===== config.mk =====
export PLATFORM = sky130hd
export DESIGN_NAME = hopbuf_alloc
export DESIGN_NICKNAME = d
export VERILOG_FILES = /design/src/rtl/hopbuf_pkg.sv /design/src/rtl/hopbuf_find_free.sv /design/src/rtl/hopbuf_class_pick.sv /design/src/rtl/hopbuf_alloc.sv
export SDC_FILE = /design/constraint.sdc
export NUM_CORES = 1
export LEC_CHECK = 0
export ABC_AREA = 1
export BUFFER_PORTS_ARGS = -buffer_cell sky130_fd_sc_hd__buf_2
export CORE_UTILIZATION = 50
export DETAILED_ROUTE_END_ITERATION = 8
export HOLD_SLACK_MARGIN = 0.03
export PLACE_DENSITY = 0.67
export SYNTH_ARGS = -nofsm -noshare
export SYNTH_HDL_FRONTEND = slang
export SYNTH_HIERARCHICAL = 1
export SYNTH_SLANG_ARGS = --single-unit

===== constraint.sdc =====
create_clock -name clk -period 5.85 [get_ports clk]
set_input_delay 0.8775 -clock clk [delete_from_list [all_inputs] [get_ports clk]]
set_output_delay 0.8775 -clock clk [all_outputs]
set_load 0.02 [all_outputs]

===== src/rtl/hopbuf_pkg.sv =====
`timescale 1ns/1ps
package hopbuf_pkg;
  typedef enum logic [1:0] {
    RESP_NONE   = 2'd0,
    RESP_GRANT  = 2'd1,
    RESP_REFUSE = 2'd2
  } resp_e;
endpackage


===== src/rtl/hopbuf_find_free.sv =====
`timescale 1ns/1ps
module hopbuf_find_free #(
  parameter int W = 8,
  localparam int IW = (W > 1) ? $clog2(W) : 1
) (
  input  logic [W-1:0]  busy_i,
  output logic          found_o,
  output logic [IW-1:0] idx_o
);
  always_comb begin
    found_o = 1'b0;
    idx_o   = '0;
    for (int i = W - 1; i >= 0; i--) begin
      if (!busy_i[i]) begin
        found_o = 1'b1;
        idx_o   = IW'(i);
      end
    end
  end
endmodule


===== src/rtl/hopbuf_class_pick.sv =====
`timescale 1ns/1ps
module hopbuf_class_pick #(
  parameter int NUM_CLASSES = 4,
  parameter int HOP_W       = 3,
  localparam int KI = (NUM_CLASSES > 1) ? $clog2(NUM_CLASSES) : 1
) (
  input  logic [NUM_CLASSES-1:0] avail_i,
  input  logic [HOP_W-1:0]       hops_i,
  output logic                   hit_o,
  output logic [KI-1:0]          cls_o
);
  // entry c describes class c+1; lowest eligible class wins
  always_comb begin
    hit_o = 1'b0;
    cls_o = '0;
    for (int c = NUM_CLASSES - 1; c >= 0; c--) begin
      if (avail_i[c] && ((c + 1) >= int'(hops_i))) begin
        hit_o = 1'b1;
        cls_o = KI'(c);
      end
    end
  end
endmodule


===== src/rtl/hopbuf_alloc.sv =====
`timescale 1ns/1ps
module hopbuf_alloc
  import hopbuf_pkg::*;
#(
  parameter int GEN_SLOTS   = 8,
  parameter int NUM_CLASSES = 4,
  parameter int CLASS_SLOTS = 2,
  parameter int HOP_W       = 3,
  localparam int N  = GEN_SLOTS + NUM_CLASSES * CLASS_SLOTS,
  localparam int SW = $clog2(N + 1),
  localparam int GW = $clog2(GEN_SLOTS + 1),
  localparam int CW = $clog2(CLASS_SLOTS + 1)
) (
  input  logic                      clk,
  input  logic                      rst,
  input  logic                      alloc_req,
  input  logic [HOP_W-1:0]          alloc_hops,
  input  logic                      free_req,
  input  logic [SW-1:0]             free_slot,
  output logic                      grant_o,
  output logic                      refuse_o,
  output logic [SW-1:0]             grant_slot_o,
  output logic                      free_err_o,
  output logic [GW-1:0]             gen_used_o,
  output logic [NUM_CLASSES*CW-1:0] cls_used_o
);
  localparam int GI = (GEN_SLOTS > 1) ? $clog2(GEN_SLOTS) : 1;
  localparam int CI = (CLASS_SLOTS > 1) ? $clog2(CLASS_SLOTS) : 1;
  localparam int KI = (NUM_CLASSES > 1) ? $clog2(NUM_CLASSES) : 1;

  logic [N-1:0]  busy_q, busy_d;
  resp_e         resp_q;
  logic [SW-1:0] slot_q;
  logic          err_q;
  logic [GW-1:0] gen_cnt_q;
  logic [NUM_CLASSES*CW-1:0] cls_cnt_q, cls_cnt_d;

  // open pool search
  logic          gen_found;
  logic [GI-1:0] gen_idx;
  hopbuf_find_free #(.W(GEN_SLOTS)) u_gen_free (
    .busy_i (busy_q[GEN_SLOTS-1:0]),
    .found_o(gen_found),
    .idx_o  (gen_idx)
  );

  // per-class search
  logic [NUM_CLASSES-1:0] cls_found;
  logic [CI-1:0]          cls_idx [NUM_CLASSES];
  for (genvar c = 0; c < NUM_CLASSES; c++) begin : g_cls
    hopbuf_find_free #(.W(CLASS_SLOTS)) u_cls_free (
      .busy_i (busy_q[GEN_SLOTS + c*CLASS_SLOTS +: CLASS_SLOTS]),
      .found_o(cls_found[c]),
      .idx_o  (cls_idx[c])
    );
    assign cls_cnt_d[c*CW +: CW] =
      CW'($countones(busy_d[GEN_SLOTS + c*CLASS_SLOTS +: CLASS_SLOTS]));
  end

  logic          cls_hit;
  logic [KI-1:0] cls_sel;
  hopbuf_class_pick #(.NUM_CLASSES(NUM_CLASSES), .HOP_W(HOP_W)) u_pick (
    .avail_i(cls_found),
    .hops_i (alloc_hops),
    .hit_o  (cls_hit),
    .cls_o  (cls_sel)
  );

  logic          pick_ok;
  logic [SW-1:0] pick_slot;
  always_comb begin
    pick_ok   = 1'b0;
    pick_slot = '0;
    if (gen_found) begin
      pick_ok   = 1'b1;
      pick_slot = SW'(gen_idx);
    end else if (cls_hit) begin
      pick_ok   = 1'b1;
      pick_slot = SW'(GEN_SLOTS) + SW'(cls_sel) * SW'(CLASS_SLOTS)
                + SW'(cls_idx[cls_sel]);
    end
  end

  // release decode: an out-of-range index shifts to an empty mask
  logic [N-1:0] free_mask, take_mask;
  logic         free_ok, alloc_fire;
  always_comb begin
    free_mask  = N'(1) << free_slot;
    take_mask  = N'(1) << pick_slot;
    free_ok    = free_req && |(free_mask & busy_q);
    alloc_fire = alloc_req && pick_ok;
    busy_d     = (busy_q | (alloc_fire ? take_mask : '0))
               & ~(free_ok ? free_mask : '0);
  end

  always_ff @(posedge clk) begin
    if (rst) begin
      busy_q    <= '0;
      resp_q    <= RESP_NONE;
      slot_q    <= '0;
      err_q     <= 1'b0;
      gen_cnt_q <= '0;
      cls_cnt_q <= '0;
    end else begin
      busy_q    <= busy_d;
      resp_q    <= !alloc_req ? RESP_NONE : (pick_ok ? RESP_GRANT : RESP_REFUSE);
      slot_q    <= alloc_fire ? pick_slot : slot_q;
      err_q     <= free_req && !free_ok;
      gen_cnt_q <= GW'($countones(busy_d[GEN_SLOTS-1:0]));
      cls_cnt_q <= cls_cnt_d;
    end
  end

  assign grant_o      = (resp_q == RESP_GRANT);
  assign refuse_o     = (resp_q == RESP_REFUSE);
  assign grant_slot_o = slot_q;
  assign free_err_o   = err_q;
  assign gen_used_o   = gen_cnt_q;
  assign cls_used_o   = cls_cnt_q;
endmodule


==> key figures, run 1 <==
Route
  – Number of nets still failing antenna checks after routing: 0
  – Overall via count from detail_route: roughly 2100
  – First drt pass iteration count: 4
  – Routed wire per std cell: about 12 um
  – Via density per instance: about 4.9
  – Routed wire length: 5150 um
  – Detailed Route Iter0 Violations: 134
  – DR DRC count: 0

Global routing
  – Total global-route track usage: a little under a quarter
  – Number of antenna violations at the first check in global routing: 0
  – Wire length of the first global-routing pass: between 8000 and 9000 um
  – Number of global-route vias before repair: 1900
  – GRT overflow: 0
  – Maximum number of pins on one net before global-route repair: 32

Clock network
  – Worst-path clk slew: about 70 ps
  – CTS Root Buffer Type: sky130_fd_sc_hd__clkbuf_8
  – CTS tree: yes
  – Htree depth: 2
  – # resized after CTS: 0
  – Clock Latency Late Sink: slightly below 300 ps
  – Number of buffers inserted to repair setup after CTS: 0
  – Hold-fix buffers at CTS: 0
  – Clock net sink count: 35
  – Max clock buf depth: 2
  – Total CTS buffers: 5

Yosys
  – Area of the mapped netlist: 2300 um^2
  – Number of flip-flops and latches in the synthesized netlist: 35
  – Mean area per synthesized cell: between 6 and 7 um^2
  – Total nets after synthesis: 367
  – Number of distinct library cells after synthesis: 32
  – Post-synthesis sequential area ratio: 30.5%
  – Top cells by area, synth: sky130_fd_sc_hd__dfxtp_1 (30%), sky130_fd_sc_hd__nand2_1 (10%), sky130_fd_sc_hd__nor2_1 (10%)
  – Most used flip-flop cell after synthesis: sky130_fd_sc_hd__dfxtp_1
  – Share of async-settable or async-resettable flops after synthesis: 0%
  – Top cell type's share of synthesized area: 30.5%
  – Total number of yosys warnings: 6
  – Cells after Synth: ~340
  – Top cell type by total area after synthesis: sky130_fd_sc_hd__dfxtp_1
  – Most numerous cell in the Yosys netlist: sky130_fd_sc_hd__nand2_1
  – Most used standard cells in the synthesized netlist: sky130_fd_sc_hd__nand2_1 (63), sky130_fd_sc_hd__nor2_1 (61), sky130_fd_sc_hd__inv_1 (59)
  – Number of synthesized flops with an enable pin: 0

Worst hold path
  – Worst hold path type: register to register

Placement
  – Detailed placement HPWL: 3970 um
  – Port-buffer cells: 30
  – Global placement routability congestion: slightly above 0.9
  – Cell count after placement: between 400 and 500

Timing
  – Slew at the pin closest to its max-slew limit: 558 ps
  – Final critical-path share of the clock period: between 70% and 80%
  – RSZ-0062 raised after global routing: false
  – Worst slew slack as a fraction of its limit: 62.8%
  – Fin Clk Skew: 8.74 ps
  – Final critical path time including I/O delays and setup: ~4600 ps
  – Fmax achieved: 216 MHz
  – Final Slew Violations: 0
  – Setup violations, final: 0
  – Sum of negative setup slack: 0 ps
  – Hold Vio Cnt, Final: 0

Final layout
  – Net count reported at finish: 396
  – Filler instances: between 400 and 500
  – Proportion of layout cells with a drive suffix above 1: about 22%
  – Area of combinational cells with multiple inputs: approximately 1300 um^2
  – Count of inserted antenna diode cells: 0
  – Layout Cells excl Fill: approximately 430
  – Layout overhead on the synthesized area: 12.8%
  – Sequential cell area: 701 um^2

Power
  – Sequential cell fraction of total power: 43.1%
  – Share of power burned in the clock network: 44.8%
  – Power density over the cells: approximately 220 nW/um^2
  – Combinational group share of total power: between 10% and 20%
  – Switching share of power: between 20% and 30%
  – Net switching power of the design: 0.138 mW
  – Worst-case vdd ir drop: ~210 uV
  – Internal portion of total power: 0.434 mW
  – Leak Pwr: roughly 1.3 nW

Run status
  – Status: finished, final reports clean

Floorplan
  – Chip Width: about 70 um
  – Initial core utilization: a little over half
  – Top-level I/O count: 32
  – Floorplan die area: approximately 5000 um^2
  – Number of standard-cell rows in the floorplan: 24
  – Core outline area: approximately 4400 um^2
  – Floorplan die height: 69.8 um

Setup path
  – Arrival time of the worst setup path: between 4000 and 5000 ps
  – Type of element launching the critical path: input pin
  – Type of destination of the critical path: register
  – Worst endpoint required time: approximately 6000 ps
  – Kind of critical path: input pin to register
  – Max FO, Critical Path: 8

Flow run
  – Max-cap check violation count: 0
==> final cells by class <==
class	instances	share of cell area, %
clock buffer	6	2.80
clock inverter	2	2.31
inverter	66	9.64
multi-input combinational	235	50.0
sequential	35	27.0
tap	52	2.51
timing repair buffer	30	5.79
==> layer usage <==
layer / up-vias / global-route usage [%] / wire [um]
met3: 5 / 3.92 / 197
met5: - / 0 / 0
li1: 1112 / - / -
met2: 36 / 34.7 / 2220
met4: 0 / 6.44 / 56
met1: 951 / 32.7 / 2670
==> logic make-up after synthesis <==
| kind of cell | count (synthesis) | synth area share (%) |
|---|---|---|
| flops | 35 | 30.5 |
| fa+ha+maj | 11 | 7.29 |
| xor+xnor | 1 | 0.381 |
| compound gates | 26 | 7.94 |
| simple gates | 196 | 40.6 |
| buf+inv | 74 | 13.2 |
| other cells | 1 | 0.163 |
==> metrics by stage <==
| step | cell area, um^2 | setup WS [ps] | hold slack [ps] | util (%) | total power, mW |
|---|---|---|---|---|---|
| after floorplan | 2300 | 1390 | 541 | - | 0.302 |
| after global placement | 2460 | 970 | 474 | 56.2 | 0.320 |
| after detailed placement | 2460 | 948 | 467 | 56.2 | 0.320 |
| after CTS | 2590 | 1220 | 477 | 59.2 | 0.574 |
| after global routing | 2590 | 864 | 509 | 59.2 | 0.592 |
| final | 2590 | 1210 | 471 | 59.2 | 0.572 |
==> cell usage in the layout, fill, tap and decap left out <==
| master | instances |
|---|---|
| sky130_fd_sc_hd__nand2_1 | 63 |
| sky130_fd_sc_hd__nor2_1 | 61 |
| sky130_fd_sc_hd__inv_1 | 59 |
| sky130_fd_sc_hd__dfxtp_1 | 35 |
| sky130_fd_sc_hd__buf_2 | 30 |
| sky130_fd_sc_hd__nand3_1 | 25 |
| sky130_fd_sc_hd__nor2_2 | 13 |
| sky130_fd_sc_hd__o21bai_1 | 12 |
| sky130_fd_sc_hd__nand3_2 | 10 |
| sky130_fd_sc_hd__nand2_2 | 10 |
| sky130_fd_sc_hd__nand4_1 | 8 |
| sky130_fd_sc_hd__ha_1 | 7 |
| sky130_fd_sc_hd__inv_2 | 6 |
| sky130_fd_sc_hd__a21oi_1 | 5 |
| sky130_fd_sc_hd__clkbuf_8 | 5 |
| sky130_fd_sc_hd__fa_1 | 4 |
| sky130_fd_sc_hd__nor3_1 | 2 |
| sky130_fd_sc_hd__o21ai_0 | 2 |
| sky130_fd_sc_hd__bufinv_16 | 2 |
| sky130_fd_sc_hd__o21ai_1 | 2 |
| sky130_fd_sc_hd__nor2_4 | 1 |
| sky130_fd_sc_hd__inv_4 | 1 |
| sky130_fd_sc_hd__nand2_4 | 1 |
| sky130_fd_sc_hd__o21ai_4 | 1 |
| sky130_fd_sc_hd__o21ai_2 | 1 |
| sky130_fd_sc_hd__nor3_2 | 1 |
| sky130_fd_sc_hd__xor2_1 | 1 |
| sky130_fd_sc_hd__nor4_1 | 1 |
| sky130_fd_sc_hd__o211ai_1 | 1 |
| sky130_fd_sc_hd__conb_1 | 1 |
| sky130_fd_sc_hd__clkbuf_1 | 1 |
| sky130_fd_sc_hd__a31oi_1 | 1 |
| sky130_fd_sc_hd__a21oi_2 | 1 |
==> sequential cells by signal, summed over array words and instances, names as in the netlist <==
name and count:
grant_slot_o 4, resp_q 2, busy_q 16, gen_used_o 4, cls_used_o 8, free_err_o 1
==> final timing paths <==
check / start / cells past startpoint / slack [ps] / end
max reg2reg: busy_q[13]$_SDFF_PP0_ / 25 / 1500 / gen_used_o[2]$_SDFF_PP0_
min reg2reg: grant_slot_o[3]$_SDFFE_PP0P_ / 2 / 470 / grant_slot_o[3]$_SDFFE_PP0P_
max: alloc_hops[2] / 25 / 1210 / gen_used_o[2]$_SDFF_PP0_
min: grant_slot_o[3]$_SDFFE_PP0P_ / 2 / 470 / grant_slot_o[3]$_SDFFE_PP0P_
==> power by group through the flow <==
stage	clock network [mW]	registers, mW	logic [mW]
after global routing	0.267	0.247	0.0784
after global placement	0	0.252	0.0683
after CTS	0.259	0.246	0.0691
after floorplan	0	0.255	0.0465
final	0.256	0.246	0.0691
after detailed placement	0	0.252	0.0686
==> critical path: stages <==
cell	delay, ps
sky130_fd_sc_hd__buf_2	100
sky130_fd_sc_hd__inv_1	90
sky130_fd_sc_hd__nand2_1	70
sky130_fd_sc_hd__o21ai_1	160
sky130_fd_sc_hd__inv_1	60
sky130_fd_sc_hd__nand3_1	100
sky130_fd_sc_hd__inv_1	60
sky130_fd_sc_hd__nor2_2	140
sky130_fd_sc_hd__inv_2	80
sky130_fd_sc_hd__o21ai_2	310
sky130_fd_sc_hd__nor3_1	120
sky130_fd_sc_hd__nand2_1	90
sky130_fd_sc_hd__nand2_1	50
sky130_fd_sc_hd__nand2_1	80
sky130_fd_sc_hd__inv_1	60
sky130_fd_sc_hd__fa_1	530
sky130_fd_sc_hd__inv_1	50
sky130_fd_sc_hd__fa_1	490
sky130_fd_sc_hd__fa_1	410
sky130_fd_sc_hd__inv_1	60
sky130_fd_sc_hd__ha_1	160
sky130_fd_sc_hd__inv_1	60
sky130_fd_sc_hd__fa_1	370
sky130_fd_sc_hd__xor2_1	140
sky130_fd_sc_hd__nor2_1	50
No activity file was read; power rests on OpenSTA's default activity.
==> run 2: changes to the inputs <==
==> constraint.sdc (replaced) <==
create_clock -name clk -period 4.4 [get_ports clk]
set_input_delay 0.66 -clock clk [delete_from_list [all_inputs] [get_ports clk]]
set_output_delay 0.66 -clock clk [all_outputs]
set_load 0.02 [all_outputs]
==> run 2 against run 1 <==
Net effect: non-clock buffer count grew 28; largest cell class unchanged; die area is the same; core utilization grew 7.3 points; clock power shrank 10%; power grew 20%; sequential power grew 33%; critical endpoint is now gen_used_o[1]$_SDFF_PP0_; setup slack lost 1100 ps; highest routed layer unchanged; count of clock-buffer cells in the layout shrank 1.
==> key figures, run 2 (synthesized netlist as in run 1, its figures left out) <==
Clock network
  – Max clock buf depth: 2 (unchanged)
  – Htree depth: 2 (unchanged)
  – Hold-fix buffers at CTS: 0 (unchanged)
  – Total CTS buffers: 5 (unchanged)
  – Worst-path clk slew: 70 ps (about the same)
  – Clock Latency Late Sink: 290 ps (about the same)
  – CTS tree: yes
  – CTS Root Buffer Type: sky130_fd_sc_hd__clkbuf_8
  – Clock net sink count: 35 (unchanged)

Timing
  – Fin Clk Skew: 7.14 ps (-1.61 ps)
  – WHS: 467 ps (-4.45 ps)
  – Fmax achieved: approximately 230 MHz
  – Final critical path time including I/O delays and setup: 4260 ps
  – Setup violations, final: 0 (unchanged)
  – Final critical-path share of the clock period: a little over nine tenths
  – Hold Vio Cnt, Final: 0 (unchanged)
  – Final Slew Violations: 0 (unchanged)
  – Worst slew slack as a fraction of its limit: 63.8% (+0.94 points)
  – Final setup margin: 142 ps (-1070 ps)
  – RSZ-0062 raised after global routing: true
  – Slew at the pin closest to its max-slew limit: 544 ps (-14.2 ps)

Global routing
  – Maximum number of pins on one net before global-route repair: 32 (unchanged)
  – Total global-route track usage: 24.3% (+1.7 points)
  – GRT overflow: 0 (unchanged)
  – Wire length of the first global-routing pass: 9270 um (+5.7%)
  – Number of global-route vias before repair: 2060 (+8.4%)
  – Number of antenna violations at the first check in global routing: 0 (unchanged)

Setup path
  – Worst R2R Setup Slack: 200 ps (-1300 ps)
  – Kind of critical path: input pin to register
  – Max FO, Critical Path: 5 (-3)
  – Type of destination of the critical path: register
  – Register-to-Register Path Depth: 20 (-20%)
  – Arrival time of the worst setup path: 4420 ps (-360 ps)
  – Type of element launching the critical path: input pin
  – Worst r2r src: busy_q[6]$_SDFF_PP0_
  – Reg-to-reg endpoint: gen_used_o[1]$_SDFF_PP0_
  – Worst endpoint required time: 4560 ps (-1440 ps)

Final layout
  – Leading cell type in the layout, fill and taps excluded: sky130_fd_sc_hd__nor2_1
  – Count of inserted antenna diode cells: 0 (unchanged)
  – Proportion of layout cells with a drive suffix above 1: 36.8% (+15 points)
  – Net count reported at finish: 424 (+7.1%)
  – Largest reg by FF count: busy_q
  – Layout Cells excl Fill: 454 (+6.6%)
  – Flip-flop count of the largest register, all copies and words added: 16 (unchanged)
  – Layout overhead on the synthesized area: 26.8%
  – Leading cell types in the layout, fill and taps excluded: sky130_fd_sc_hd__nor2_1 (60), sky130_fd_sc_hd__nand2_1 (54), sky130_fd_sc_hd__inv_1 (48)

Power
  – Leak Pwr: 1.41 nW (+11%)
  – Power density over the cells: 235 nW/um^2 (+6.7%)
  – Post-route total power: 0.685 mW (+20%)
  – Worst-case vdd ir drop: 226 uV (+8.0%)

Placement
  – Detailed placement HPWL: 4410 um (+11%)
  – Global placement routability congestion: 0.941 (+2.5%)
  – Worst Setup Slack post-DPL: -169 ps (-1120 ps)
  – Port-buffer cells: 30 (unchanged)
  – Cell count after placement: 439 (+5.0%)

Route
  – DR DRC count: 0 (unchanged)
  – Overall via count from detail_route: 2235 (+6.2%)
  – Detailed Route Iter0 Violations: 116 (-13%)
  – Number of nets still failing antenna checks after routing: 0 (unchanged)
  – First drt pass iteration count: 4 (unchanged)
  – Routed wire length: 5800 um (+13%)
  – Routed wire per std cell: 12.8 um (+5.6%)
  – Via density per instance: 4.92 (-0.33%)

Floorplan
  – Initial core utilization: 52.5% (unchanged)
  – Top-level I/O count: 32 (unchanged)
  – Floorplan die height: 69.8 um (unchanged)
  – Number of standard-cell rows in the floorplan: 24 (unchanged)
  – Core outline area: 4380 um^2 (unchanged)
  – Floorplan die area: 4870 um^2 (unchanged)
  – Chip Width: 69.8 um (unchanged)

Worst hold path
  – Worst hold path type: register to register
  – Hold Path End: grant_slot_o[3]$_SDFFE_PP0P_
  – Origin of the worst min-delay path: grant_slot_o[3]$_SDFFE_PP0P_
  – Hold Path Stages: 2 (unchanged)

Flow run
  – Max-cap check violation count: 0 (unchanged)

Run status
  – Status: finished, final reports clean
[run 2: changes by cell type in the layout (fill, tap and decap cells not counted), sizes merged]
cell      delta
buf         +28
bufinv       -2
clkbuf       -1
clkinv       +1
clkinvlp     +2
[run 2: final cells by class]
cell class,count,area [um^2]
clock inverters,3,20.0
inverters,66,260
fillers,412,1470
clock buffers,5,68.8
multi-input cells,235,1420
repair buffers,58,379
well taps,52,65.1
flip-flops and latches,35,703
[run 2: how the worst max path moves through the flow]
stage | from | endpoint | slack (ps)
finish | alloc_hops[2] | gen_used_o[1]$_SDFF_PP0_ | 140
global route | alloc_hops[0] | gen_used_o[1]$_SDFF_PP0_ | -80
CTS | alloc_hops[2] | gen_used_o[2]$_SDFF_PP0_ | 100
detailed placement | alloc_hops[2] | gen_used_o[2]$_SDFF_PP0_ | -170
global placement | alloc_hops[2] | gen_used_o[2]$_SDFF_PP0_ | -140
floorplan | alloc_hops[2] | gen_used_o[2]$_SDFF_PP0_ | 160
[run 2: what timing repair did]
| item | 4_1_cts | 5_1_grt |
|---|---|---|
| resized for setup | 0 | 54 |
| endpoints found under the setup margin | 0 | 2 |
| buffers inserted | 0 | 7 |
[run 2: layer usage]
metal	vias to the layer above	track usage, %	routed length (um)
met5	-	0	0
met4	0	7.11	74
met3	8	3.92	193
met2	42	38.9	2650
met1	1020	33.8	2880
li1	1165	-	-
[run 2: power by group]
part	total [mW]	internal [mW]	leakage, nW	switching (mW)
clock network	0.230	0.110	0.0402	0.120
logic	0.128	0.0486	1.09	0.0790
registers	0.328	0.323	0.285	0.00457
[run 2: critical path, stage by stage]
cell	delay, ps
sky130_fd_sc_hd__buf_8	110
sky130_fd_sc_hd__inv_8	50
sky130_fd_sc_hd__nand2_4	40
sky130_fd_sc_hd__o21ai_2	150
sky130_fd_sc_hd__inv_1	70
sky130_fd_sc_hd__nand3_2	70
sky130_fd_sc_hd__inv_2	50
sky130_fd_sc_hd__nor2_4	160
sky130_fd_sc_hd__inv_4	70
sky130_fd_sc_hd__o21ai_4	280
sky130_fd_sc_hd__nor2_4	60
sky130_fd_sc_hd__nand2_2	90
sky130_fd_sc_hd__o21bai_1	60
sky130_fd_sc_hd__nand2_1	100
sky130_fd_sc_hd__inv_2	50
sky130_fd_sc_hd__fa_1	520
sky130_fd_sc_hd__inv_2	40
sky130_fd_sc_hd__fa_1	520
sky130_fd_sc_hd__fa_1	410
sky130_fd_sc_hd__inv_1	70
sky130_fd_sc_hd__ha_2	180
sky130_fd_sc_hd__inv_2	40
sky130_fd_sc_hd__fa_2	520
sky130_fd_sc_hd__nor2_1	40
[run 2: metrics by stage]
| step | setup TNS (ps) | cell area [um^2] | utilization [%] |
|---|---|---|---|
| finish | 0 | 2920 | 66.5 |
| global route | -126 | 2920 | 66.5 |
| CTS | 0 | 2710 | 61.8 |
| detailed placement | -294 | 2620 | 59.8 |
| global placement | -240 | 2620 | 59.8 |
| floorplan | 0 | 2300 | - |
